## src/rtl/i2c_irq_pkg.sv

```systemverilog
package i2c_irq_pkg;
  localparam int REG_W = 16;

  // Status bit positions (software decodes these)
  localparam int SB_B   = 0;
  localparam int ADDR_B = 1;
  localparam int BTF_B  = 2;
  localparam int RXNE_B = 6;
  localparam int TXE_B  = 7;
  localparam int BERR_B = 8;
  localparam int ARLO_B = 9;
  localparam int AF_B   = 10;

  // Control register 2 enable positions
  localparam int EN_ERR_B = 8;
  localparam int EN_EVT_B = 9;
  localparam int EN_BUF_B = 10;

  localparam logic [REG_W-1:0] CORE_EVT_M = (REG_W'(1) << SB_B) | (REG_W'(1) << ADDR_B)
                                          | (REG_W'(1) << BTF_B);
  localparam logic [REG_W-1:0] BUF_EVT_M  = (REG_W'(1) << RXNE_B) | (REG_W'(1) << TXE_B);
  localparam logic [REG_W-1:0] FAULT_M    = (REG_W'(1) << BERR_B) | (REG_W'(1) << ARLO_B)
                                          | (REG_W'(1) << AF_B);
  localparam logic [REG_W-1:0] IMPL_M     = CORE_EVT_M | BUF_EVT_M | FAULT_M;

  typedef struct packed {
    logic buf_en;
    logic evt_en;
    logic err_en;
  } irq_en_t;
endpackage

```

## src/rtl/i2c_irq_flag_bank.sv

```systemverilog
module i2c_irq_flag_bank
  import i2c_irq_pkg::*;
#(
  parameter int W = REG_W,
  parameter logic [W-1:0] IMPL = W'(IMPL_M),
  parameter logic [W-1:0] SW_CLEARABLE = W'(FAULT_M)
) (
  input  logic         clk,
  input  logic         rst_n,
  input  logic [W-1:0] set_i,
  input  logic [W-1:0] hw_clr_i,
  input  logic         sw_wr_i,
  input  logic [W-1:0] sw_data_i,
  output logic [W-1:0] flags_o
);
  logic [W-1:0] sw_kill;
  assign sw_kill = {W{sw_wr_i}} & ~sw_data_i & SW_CLEARABLE;

  for (genvar i = 0; i < W; i++) begin : g_bit
    logic q;
    logic drop;
    assign drop = hw_clr_i[i] | sw_kill[i];
    always_ff @(posedge clk) begin
      if (!rst_n)            q <= 1'b0;
      else if (!IMPL[i])     q <= 1'b0;
      else if (set_i[i])     q <= 1'b1;
      else if (drop)         q <= 1'b0;
    end
    assign flags_o[i] = q;
  end
endmodule

```

## src/rtl/i2c_irq_enables.sv

```systemverilog
module i2c_irq_enables
  import i2c_irq_pkg::*;
(
  input  logic    clk,
  input  logic    rst_n,
  input  logic    wr_i,
  input  irq_en_t wr_val_i,
  output irq_en_t en_o
);
  always_ff @(posedge clk) begin
    if (!rst_n)    en_o <= '0;
    else if (wr_i) en_o <= wr_val_i;
  end
endmodule

```

## src/rtl/i2c_irq_cause.sv

```systemverilog
module i2c_irq_cause
  import i2c_irq_pkg::*;
#(
  parameter int W = REG_W
) (
  input  logic [W-1:0] flags_i,
  input  irq_en_t      en_i,
  output logic         evt_o,
  output logic         err_o
);
  logic core_hit, buf_hit, fault_hit;
  always_comb begin
    core_hit  = |(flags_i & W'(CORE_EVT_M));
    buf_hit   = |(flags_i & W'(BUF_EVT_M));
    fault_hit = |(flags_i & W'(FAULT_M));
    evt_o     = en_i.evt_en & (core_hit | (en_i.buf_en & buf_hit));
    err_o     = en_i.err_en & fault_hit;
  end
endmodule

```

## src/rtl/i2c_status_irq.sv

```systemverilog
module i2c_status_irq
  import i2c_irq_pkg::*;
(
  input  logic             clk,
  input  logic             rst_n,
  input  logic [REG_W-1:0] flag_set,
  input  logic [REG_W-1:0] flag_clr,
  input  logic [REG_W-1:0] wr_data,
  input  logic             cr2_wr,
  input  logic             sr1_wr,
  output logic [REG_W-1:0] status_word,
  output logic             irq_event,
  output logic             irq_error
);
  irq_en_t en_q;
  irq_en_t en_wr;

  assign en_wr.buf_en = wr_data[EN_BUF_B];
  assign en_wr.evt_en = wr_data[EN_EVT_B];
  assign en_wr.err_en = wr_data[EN_ERR_B];

  i2c_irq_enables u_en (
    .clk      (clk),
    .rst_n    (rst_n),
    .wr_i     (cr2_wr),
    .wr_val_i (en_wr),
    .en_o     (en_q)
  );

  i2c_irq_flag_bank #(.W(REG_W)) u_flags (
    .clk       (clk),
    .rst_n     (rst_n),
    .set_i     (flag_set),
    .hw_clr_i  (flag_clr),
    .sw_wr_i   (sr1_wr),
    .sw_data_i (wr_data),
    .flags_o   (status_word)
  );

  i2c_irq_cause #(.W(REG_W)) u_cause (
    .flags_i (status_word),
    .en_i    (en_q),
    .evt_o   (irq_event),
    .err_o   (irq_error)
  );
endmodule

```

## config.mk

```make
export PLATFORM = sky130hd
export DESIGN_NAME = i2c_status_irq
export DESIGN_NICKNAME = d
export VERILOG_FILES = /design/src/rtl/i2c_irq_pkg.sv /design/src/rtl/i2c_irq_flag_bank.sv /design/src/rtl/i2c_irq_enables.sv /design/src/rtl/i2c_irq_cause.sv /design/src/rtl/i2c_status_irq.sv
export SDC_FILE = /design/constraint.sdc
export NUM_CORES = 1
export LEC_CHECK = 0
export BUFFER_PORTS_ARGS = -buffer_cell sky130_fd_sc_hd__buf_4
export CORE_MARGIN = 3
export CORE_UTILIZATION = 28
export DETAILED_ROUTE_END_ITERATION = 10
export GPL_TIMING_DRIVEN = 1
export PLACE_DENSITY = 0.74
export SETUP_SLACK_MARGIN = 0.05
export SYNTH_ARGS = -nofsm -noshare
export SYNTH_HDL_FRONTEND = slang
export SYNTH_SLANG_ARGS = --single-unit
export TNS_END_PERCENT = 50
```

## constraint.sdc

```tcl
create_clock -name clk -period 0.8 [get_ports clk]
set_input_delay 0.12 -clock clk [delete_from_list [all_inputs] [get_ports clk]]
set_output_delay 0.12 -clock clk [all_outputs]
set_load 0.05 [all_outputs]
```

Word level (Yosys, flattened, before mapping) --
Index checks and enable logic that the tools add are counted.
Cells by class: add/subtract/negate cells 0, shift-type cells 0, magnitude comparators 0, multiply operators 0, equal/unequal tests 0, divide/modulo/power cells 0, bitwise operators 9, reductions and logical operators 11, muxes and demuxes 16
Operators with widths (number):
- $mux 1 | 16
- $reduce_bool 2->1 | 8
- $and 11x11->11 | 1
- $not 11->11 | 1
- $reduce_or 3->1 | 2
- $or 1x1->1 | 4
- $and 1x1->1 | 3
- $reduce_or 2->1 | 1
Word-level totals: word-level logic and storage cells 47, output and inout bits 18, bits in latches 0, memories 0, ROM bits 0, memory bits (writable) 0, input bits 52, register bits after elaboration 11

Logic depth before layout (Yosys ltp) --
Gate-level depths: netlist of the first run.
word-level depth 5, gate-level depth with buffers 3, gate-level depth less buffers 3

Cells and area by module --
Synthesis of the first run repeated with hierarchy kept, for this count alone.
Second synthesis, totals: cells, all modules 58, area total of the unflattened synthesis 556.8 µm²
Modules (own cells, without submodules):
- i2c_irq_flag_bank | sequential area each 160.2 µm², cells an instance 45, area each 421.7 µm², times used 1
- i2c_irq_enables | sequential area each 60.1 µm², cells an instance 9, area each 108.9 µm², times used 1
- i2c_irq_cause | sequential area each 0.0 µm², cells an instance 4, area each 26.3 µm², times used 1

Worst setup path before layout of the first run --
No wires, ideal clock.
path kind register to output, start register u_flags.g_bit[7].q, end output irq_event, setup slack -0.833 ns, data arrival time 1.513 ns, data required time 0.680 ns, buffers on the path 0, stages on the path, launching flop included 3, cells stage by stage dfxtp_1 o21ai_0 a21boi_0
On the way: cells in the longest elaborated chain, start to end 4
RTL lines:
- from (decl) | line i2c_irq_flag_bank.sv:20 | logic q;
- from (signal assigned) | line i2c_irq_flag_bank.sv:24 | if (!rst_n) q <= 1'b0;
- from (signal assigned) | line i2c_irq_flag_bank.sv:25 | else if (!IMPL[i]) q <= 1'b0;
- from (signal assigned) | line i2c_irq_flag_bank.sv:26 | else if (set_i[i]) q <= 1'b1;
- $reduce_or 2->1 | line i2c_irq_cause.sv:14 | buf_hit = |(flags_i & W'(BUF_EVT_M));
- $and 1x1->1 | line i2c_irq_cause.sv:16 | evt_o = en_i.evt_en & (core_hit | (en_i.buf_en & buf_hit));
- $or 1x1->1 | line i2c_irq_cause.sv:16
- $and 1x1->1 | line i2c_irq_cause.sv:16
- to (decl) | line i2c_status_irq.sv:12 | output logic irq_event,
No other way between the ends.

Final worst setup path of the first run --
start register u_flags.g_bit[10].q, end output irq_error
On the way: cells in the longest elaborated chain, start to end 2
RTL lines:
- from (decl) | line i2c_irq_flag_bank.sv:20
- from (signal assigned) | line i2c_irq_flag_bank.sv:24
- from (signal assigned) | line i2c_irq_flag_bank.sv:25
- from (signal assigned) | line i2c_irq_flag_bank.sv:26
- $reduce_or 3->1 | line i2c_irq_cause.sv:15 | fault_hit = |(flags_i & W'(FAULT_M));
- $and 1x1->1 | line i2c_irq_cause.sv:17 | err_o = en_i.err_en & fault_hit;
- to (decl) | line i2c_status_irq.sv:13 | output logic irq_error
No other way between the ends.

==> results of run 1 <==
state kept, by name, summed over array words and instances, names as in the netlist:
signal,cells
u_flags.g_bit.q,8
u_en.en_o,3
synthesized netlist by cell type:
master | number | area (µm²)
dfxtp_1 | 11 | 220
o21ai_0 | 1 | 5.00
a21boi_0 | 1 | 7.51
nor3b_1 | 3 | 22.5
o31a_1 | 1 | 8.76
nor3_1 | 1 | 5.00
conb_1 | 1 | 3.75
nor2b_1 | 11 | 68.8
buf_2 | 1 | 5.00
o21a_1 | 8 | 60.1
mux2i_1 | 3 | 30.0
buf_4 | 16 | 120
stage by stage:
stage | std cells | util (%)
after floorplan | 65 | -
after global placement | 113 | 45.6
after detailed placement | 113 | 45.6
after CTS | 118 | 53.5
after global routing | 118 | 54.2
final | 118 | 54.2
report_power, final:
part           switching (W)  internal [W]  leakage [nW]
logic               0.000283      0.000253         0.339
clock network       0.000193      0.000185        0.0177
registers          0.0000302      0.000588        0.0935
total               0.000506       0.00103         0.450
cell families (layout without fill, tap and decap cells):
| kind of cell | after synthesis | count (layout) | share of synthesized area, % |
|---|---|---|---|
| multiplexers | 3 | 3 | 5.39 |
| flip-flops | 11 | 11 | 39.6 |
| other | 1 | 8 | 0.674 |
| buffers and inverters | 17 | 45 | 22.5 |
| AND/OR/NAND/NOR | 15 | 15 | 17.3 |
| AO/OA/AOI/OAI | 11 | 11 | 14.6 |
worst register-to-register path, stage by stage (launching register included):
cell and delay, ns:
dfxtp_2 0.33, buf_6 0.11, buf_6 0.10, nor3b_2 0.14, o21a_1 0.15
layout make-up:
class / count / area (µm²)
Fill cell: 171 / 826
Clock inverter: 1 / 5.00
Timing Repair Buffer: 41 / 402
Clock buffer: 3 / 22.5
Multi-Input combinational cell: 37 / 285
Tap cell: 25 / 31.3
Sequential cell: 11 / 230
worst max-delay path by stage:
stage,startpoint,end,slack (ns),cells after the start
3_5_place_dp,u_flags.g_bit[10].q,irq_error,-0.15,2
2_1_floorplan,u_flags.g_bit[7].q,irq_event,-0.06,2
6_report,u_flags.g_bit[10].q,irq_error,-0.41,2
3_3_place_gp,u_flags.g_bit[0].q,irq_event,-0.14,3
5_1_grt,u_flags.g_bit[10].q,irq_error,-0.44,2
4_1_cts,u_flags.g_bit[10].q,irq_error,-0.41,2
routing by layer:
| metal | vias to the layer above | share of wire (%) | global-route usage, % |
|---|---|---|---|
| met3 | 2 | 6.2 | 2.08 |
| met1 | 230 | 36 | 11.4 |
| met4 | 0 | 0.84 | 6.73 |
| li1 | 240 | - | - |
| met5 | - | 0 | 0 |
| met2 | 21 | 57 | 22.6 |
cell usage in the layout (no fill, tap or decap), drive strengths merged:
master	instances
clkbuf	3
o21ai	1
nor3b	3
o21a	8
buf	41
mux2i	3
o31a	1
conb	8
a21boi	1
nor3	1
nor2b	11
clkinv	1
dfxtp	11
timing repair:
item / CTS / global route
buffers inserted: 1 / 3
gates resized for setup: 31 / 6
pin swaps: 1 / 1
hold buffers: 0 / 0
endpoints found under the setup margin: 18 / 18
==> reports/summary.txt, run 1 <==
status = finished with violations
failing checks = negative setup slack
Initial Utilization = 30.9%
Die Span X = 50.6 µm
Max Clk Rate = 827 MHz
Bufs and invs on worst path = 1
Cell Chain, Critical Path = o31a_4 -> buf_6
Routed WL = 1.32 mm
Seq/Total Area, Yosys = 39.6%
Crit Reg-Reg Startpoint = u_flags.g_bit[8].q
Worst R2R Setup Slack = -0.14 ns
CTS Buf Count = 3
Tmin final = 1.21 ns
critical path's top delay family = compound AO/OA/AOI/OAI gates
critical path class = flop to output port
Inserted Diodes = 0
Core Rows = 15
vias in the first global route = 517
CP arrival = 1.09 ns
Mapped Avg Cell Area = 9.60 µm²
GR Overflow Total = 0
static leakage = 0.450 nW
fin area = 976 µm²
CTS tree = built
CTS H-tree lvls = 1
clock slew at reported path FFs = 0.08 ns
die area = 2560 µm²
worst hold path type = primary input to flop
r2r endpoint = u_flags.g_bit[8].q
crit-path max cell delay = 0.34 ns
Netlist cell types = 12
Final Cycle Share = 151%
synth-to-layout area growth = 75.3%
hold slack = 0.0551 ns
Mapped Cells = 58
Power Density = 1570 nW/µm²
CP max FO = 2
final slew viol count = 0
Post-Place Worst Slack = -0.145 ns
die height = 50.6 µm
CP required = 0.68 ns
R2R depth = 4
fin nets = 146
final worst slack = -0.409 ns
final setup fails = 18
first-pass detailed-route iteration total = 3
MaxCap Viol Count = 0
largest net degree at the start of global routing = 12
first-pass GRT wire length = 2.20 mm
# IOs = 70
initial antenna violation count = 0
Critical Path Sink Type = output port
WL per Instance = 11.2 µm
worst-case hold path end point = u_flags.g_bit[7].q
cell depth of the worst hold path = 2
Critical Path Slowest Stage Cell = o31a_4
layout cells sized above 1 = 63.4%
Synth warnings = 0
Tot Pwr = 0.00153 W
Hold Crit Start = flag_set[7]
I/O Buffers = 32
register bit total from synthesis = 11
unrepaired setup endpoints after global routing = true
dpl hpwl = 986 µm
Sink Count = 11
routed vias/inst = 4.18
Starting DRT DRC Count = 3
Fin Setup TNS = -2.61 ns
crit path launch type = flop
routed via count = 493
Netlist Area Pre-Place = 557 µm²
Clock Tree Root = clkbuf_4
core area = 1800 µm²
Area after DPL = 821 µm²
Global Route Usage Sum = 11.7%
clk_skew = 0 ns
worst vdd ir = 0.875 mV
RD Place Congestion = 0.614
clock tree buffer depth = 2
worst skew pair latency = 0.27 ns
Antenna Nets Post-Route = 0
count of final hold-check violations = 0
DR DRC count = 0
No activity file was read; power rests on OpenSTA's default activity.
==> run 2: changes to the inputs <==
CORE_MARGIN = unset   (was 3)
==> reports/summary.txt, run 2 (synthesis gave the netlist of run 1 again) <==
status = finished with violations
failing checks = negative setup slack
core area = 1800 µm²
die area = 2170 µm²
Worst R2R Setup Slack = -0.05 ns
RD Place Congestion = 0.617
Core Rows = 15
worst hold path type = primary input to flop
Seq pwr share = 41.0%
CTS Buf Count = 3
unrepaired setup endpoints after global routing = true
NetSw = 0.000482 W
Sw Ratio = 31.9%
fillers = 173
Antenna Nets Post-Route = 0
Die Span X = 46.6 µm
clk_skew = 0 ns
WL per Instance = 9.86 µm
clock tree buffer depth = 2
synth-to-layout area growth = 74.4%
fin cells = 117
commonest non-fill, non-tap cells in the layout = buf_4, nor2b_1, buf_6, o21a_1, conb_1
layout cells sized above 1 = 63.0%
first-pass detailed-route iteration total = 4
max reg flops = 8
Starting DRT DRC Count = 2
routed vias/inst = 4.10
Final Cycle Share = 150%
static leakage = 0.444 nW
routed via count = 480
CP required = 0.68 ns
fin area = 971 µm²
worst vdd ir = 1.03 mV
Reg with most FFs = u_flags.g_bit.q
Global Route Usage Sum = 11.9%
final core occ = 53.9%
CP max FO = 2
clock slew at reported path FFs = 0.07 ns
logic gate share of total power = 34.9%
first-pass GRT wire length = 1.80 mm
Area after DPL = 821 µm²
die height = 46.6 µm
Clk network pwr share = 24.2%
worst skew pair latency = 0.26 ns
final setup fails = 18
Placed Cells = 113
final worst slack = -0.401 ns
fin nets = 145
cell depth of the worst hold path = 2
Power Density = 1560 nW/µm²
DR DRC count = 0
Sink Count = 11
Routed WL = 1.15 mm
most common cell after layout, fill and taps aside = buf_4
Power Internal = 0.00103 W
critical path class = flop to output port
CTS tree = built
largest net degree at the start of global routing = 12
R2R depth = 3
biggest regs = u_flags.g_bit.q x8, u_en.en_o x3
# IOs = 70
Tmin final = 1.20 ns
Clock Tree Root = clkbuf_4
GR Overflow Total = 0
crit path launch type = flop
Critical Path Sink Type = output port
final slew viol count = 0
CTS H-tree lvls = 1
Max Clk Rate = 832 MHz
Initial Utilization = 30.9%
dpl hpwl = 931 µm
vias in the first global route = 473
count of final hold-check violations = 0
hold slack = 0.0588 ns
Fin Setup TNS = -2.43 ns
MaxCap Viol Count = 0
CP arrival = 1.08 ns
I/O Buffers = 32
# hold bufs at CTS = 0
initial antenna violation count = 0
Inserted Diodes = 0
-- run 2: cell count changes in the layout (fill, tap and decap cells not counted) --
cell / previous run / this run
dfxtp_2: 8 / 7
clkinv_2: 1 / 0
dfxtp_4: 0 / 1
clkbuf_1: 0 / 1
buf_6: 11 / 10
nor3b_2: 1 / 2
nor3b_1: 2 / 1
-- run 2: per-stage QoR --
stage,total power [W],setup slack [ns]
6_report,0.00151,-0.401
2_1_floorplan,0.000960,-0.0578
5_1_grt,0.00159,-0.428
3_5_place_dp,0.00108,-0.142
4_1_cts,0.00152,-0.407
3_3_place_gp,0.00107,-0.140
-- run 2: worst max-delay path: stages, from the launching register on --
cell	delay (ns)
dfxtp_2	0.33
o31a_4	0.34
buf_6	0.15
-- run 2: worst paths after layout --
| path | from | to |
|---|---|---|
| setup / recovery | u_flags.g_bit[10].q | irq_error |
| hold / removal | flag_set[8] | u_flags.g_bit[8].q |
| setup reg to reg | u_flags.g_bit[1].q | u_flags.g_bit[1].q |
| hold reg to reg | u_en.en_o[1] | u_en.en_o[1] |
-- run 2: layout make-up --
class                           count  area, µm²  area share (%)
Clock buffer                        4       26.3            2.71
Tap cell                           25       31.3            3.22
Multi-Input combinational cell     37        290            29.9
Sequential cell                    11        233            24.0
Timing Repair Buffer               40        390            40.2
-- run 2: what timing repair did --
| action | in CTS | in global routing |
|---|---|---|
| gates resized for setup | 29 | 8 |
| cloned | 0 | 0 |
| pin swaps | 1 | 2 |
| setup endpoints to repair | 18 | 18 |
| setup buffers | 0 | 2 |
-- run 2: per-layer routing --
layer / wire length, µm / vias to the layer above / GRT usage (%)
met5: 0 / - / 0
met4: 18 / 0 / 3.53
met3: 68 / 2 / 4.71
met2: 666 / 25 / 22.2
met1: 401 / 217 / 11.8
li1: - / 236 / -
-- run 2: power groups by stage --
| stage | sequential (W) | clock (W) | combinational [W] |
|---|---|---|---|
| after floorplan | 0.000619 | 0 | 0.000342 |
| after global placement | 0.000619 | 0 | 0.000454 |
| after detailed placement | 0.000621 | 0 | 0.000457 |
| after CTS | 0.000620 | 0.000386 | 0.000519 |
| after global routing | 0.000623 | 0.000412 | 0.000555 |
| final | 0.000618 | 0.000365 | 0.000526 |
==> run 3: changes to the inputs <==
ABC_AREA = 1   (was unset)
PLACE_DENSITY = 0.77   (was 0.74)
==> reports/summary.txt, run 3 <==
critical path class = flop to output port
Tot Pwr = 0.00158 W
DR DRC count = 0
worst vdd ir = 0.869 mV
Multi-input gate area = 238 µm²
Netlist cell types = 10
CP arrival = 1.09 ns
cell taking the most area after synthesis = dfxtp_1
Mapped Avg Cell Area = 6.90 µm²
first-pass GRT wire length = 2.06 mm
Seq/Total Area, Yosys = 38.9%
Mapped Cells = 82
share of the synthesized area in the top cell type = 38.9%
GR Overflow Total = 0
die height = 46.9 µm
crit path launch type = flop
layout cells sized above 1 = 58.7%
Sink Count = 11
ys async rst share = 0%
Netlist Area Pre-Place = 566 µm²
routed vias/inst = 3.90
MaxCap Viol Count = 0
CP required = 0.68 ns
initial antenna violation count = 0
synth-to-layout area growth = 79.6%
# IOs = 70
clk_skew = 0 ns
I/O Buffers = 32
Post-Place Worst Slack = -0.154 ns
biggest regs = u_flags.g_bit.q x8, u_en.en_o x3
Tmin final = 1.21 ns
Starting DRT DRC Count = 2
worst skew pair latency = 0.26 ns
fillers = 173
CTS H-tree lvls = 1
clock tree buffer depth = 2
Post-synth top cells = inv_1, buf_4, nor2_1
worst hold path type = primary input to flop
core area = 1800 µm²
Inserted Diodes = 0
WL per Instance = 9.82 µm
status = finished with violations
Global Route Usage Sum = 13.8%
commonest non-fill, non-tap cells in the layout = buf_4, inv_1, nor2_1, buf_6, dfxtp_2
Reg with most FFs = u_flags.g_bit.q
static leakage = 0.521 nW
dpl hpwl = 962 µm
Critical Path Sink Type = output port
Power Density = 1560 nW/µm²
# hold bufs at CTS = 0
routed via count = 569
Core Rows = 15
vias in the first global route = 542
Die Span X = 46.9 µm
Antenna Nets Post-Route = 0
hold slack = 0.0598 ns
final slew viol count = 0
max reg flops = 8
Final Cycle Share = 151%
failing checks = negative setup slack
unrepaired setup endpoints after global routing = true
count of final hold-check violations = 0
first-pass detailed-route iteration total = 2
EDFF count, synth = 0
most common cell after layout, fill and taps aside = buf_4
largest net degree at the start of global routing = 9
final setup fails = 14
clock slew at reported path FFs = 0.07 ns
Synth area leaders = dfxtp_1, buf_4, inv_1
Synth warnings = 0
most common cell in the netlist = inv_1
CP max FO = 2
die area = 2200 µm²
CTS Buf Count = 3
Clock Tree Root = clkbuf_4
Top FF cell, synth = dfxtp_1
Register Area = 233 µm²
Routed WL = 1.43 mm
register bit total from synthesis = 11
Max Clk Rate = 829 MHz
fin nets = 174
final worst slack = -0.406 ns
Initial Utilization = 31.4%
RD Place Congestion = 0.721
CTS tree = built
==> run 3: layer usage <==
layer	up-vias	wire, µm	GRT usage, %
met2	24	773	23.3
met3	4	63	3.85
met4	0	27	9.71
met5	-	0	0
met1	245	568	14.7
li1	296	-	-
==> run 3: timing repair <==
action | 4_1_cts | 5_1_grt
gates resized for setup | 29 | 18
pin swaps | 2 | 12
setup endpoints to repair | 13 | 18
setup buffers | 0 | 3
==> run 3: stage by stage <==
stage | TNS [ns] | util (%) | cells | area [µm²]
global placement | -0.241 | 46.7 | 140 | 841
detailed placement | -0.282 | 46.7 | 140 | 841
floorplan | -0.160 | - | 89 | 614
CTS | -2.07 | 52.5 | 144 | 946
global route | -2.76 | 56.4 | 146 | 1020
finish | -2.23 | 56.4 | 146 | 1020
==> run 3: layout make-up <==
type                            count  area share, %
Inverter                           18           6.65
Clock buffer                        4           2.59
Tap cell                           25           3.08
Multi-Input combinational cell     44           23.4
Sequential cell                    11           22.9
Timing Repair Buffer               44           41.4
==> run 3: final timing paths <==
check                                        start            endpoint  slack (ns)  depth (start not counted)
worst max-delay path            u_flags.g_bit[1].q           irq_event       -0.41                          5
worst min-delay path                   flag_set[7]  u_flags.g_bit[7].q        0.06                          3
worst max register to register  u_flags.g_bit[8].q  u_flags.g_bit[8].q       -0.04                          5
worst min register to register        u_en.en_o[1]        u_en.en_o[1]        0.51                          2
==> run 3: logic make-up after synthesis <==
logic type,synth area share (%)
buf+inv,33.2
simple gates,14.6
compound gates,12.6
flops,38.9
other cells,0.663
==> run 3: critical path, stage by stage (launching register included) <==
cell     delay, ns
dfxtp_2       0.32
nor2_1        0.10
nand2_1       0.07
nor2_2        0.15
nor2_4        0.04
buf_6         0.14
==> run 3: power breakdown <==
part / switching (W) / internal [W]
logic: 0.000333 / 0.000252
registers: 0.0000250 / 0.000591
clock network: 0.000189 / 0.000193
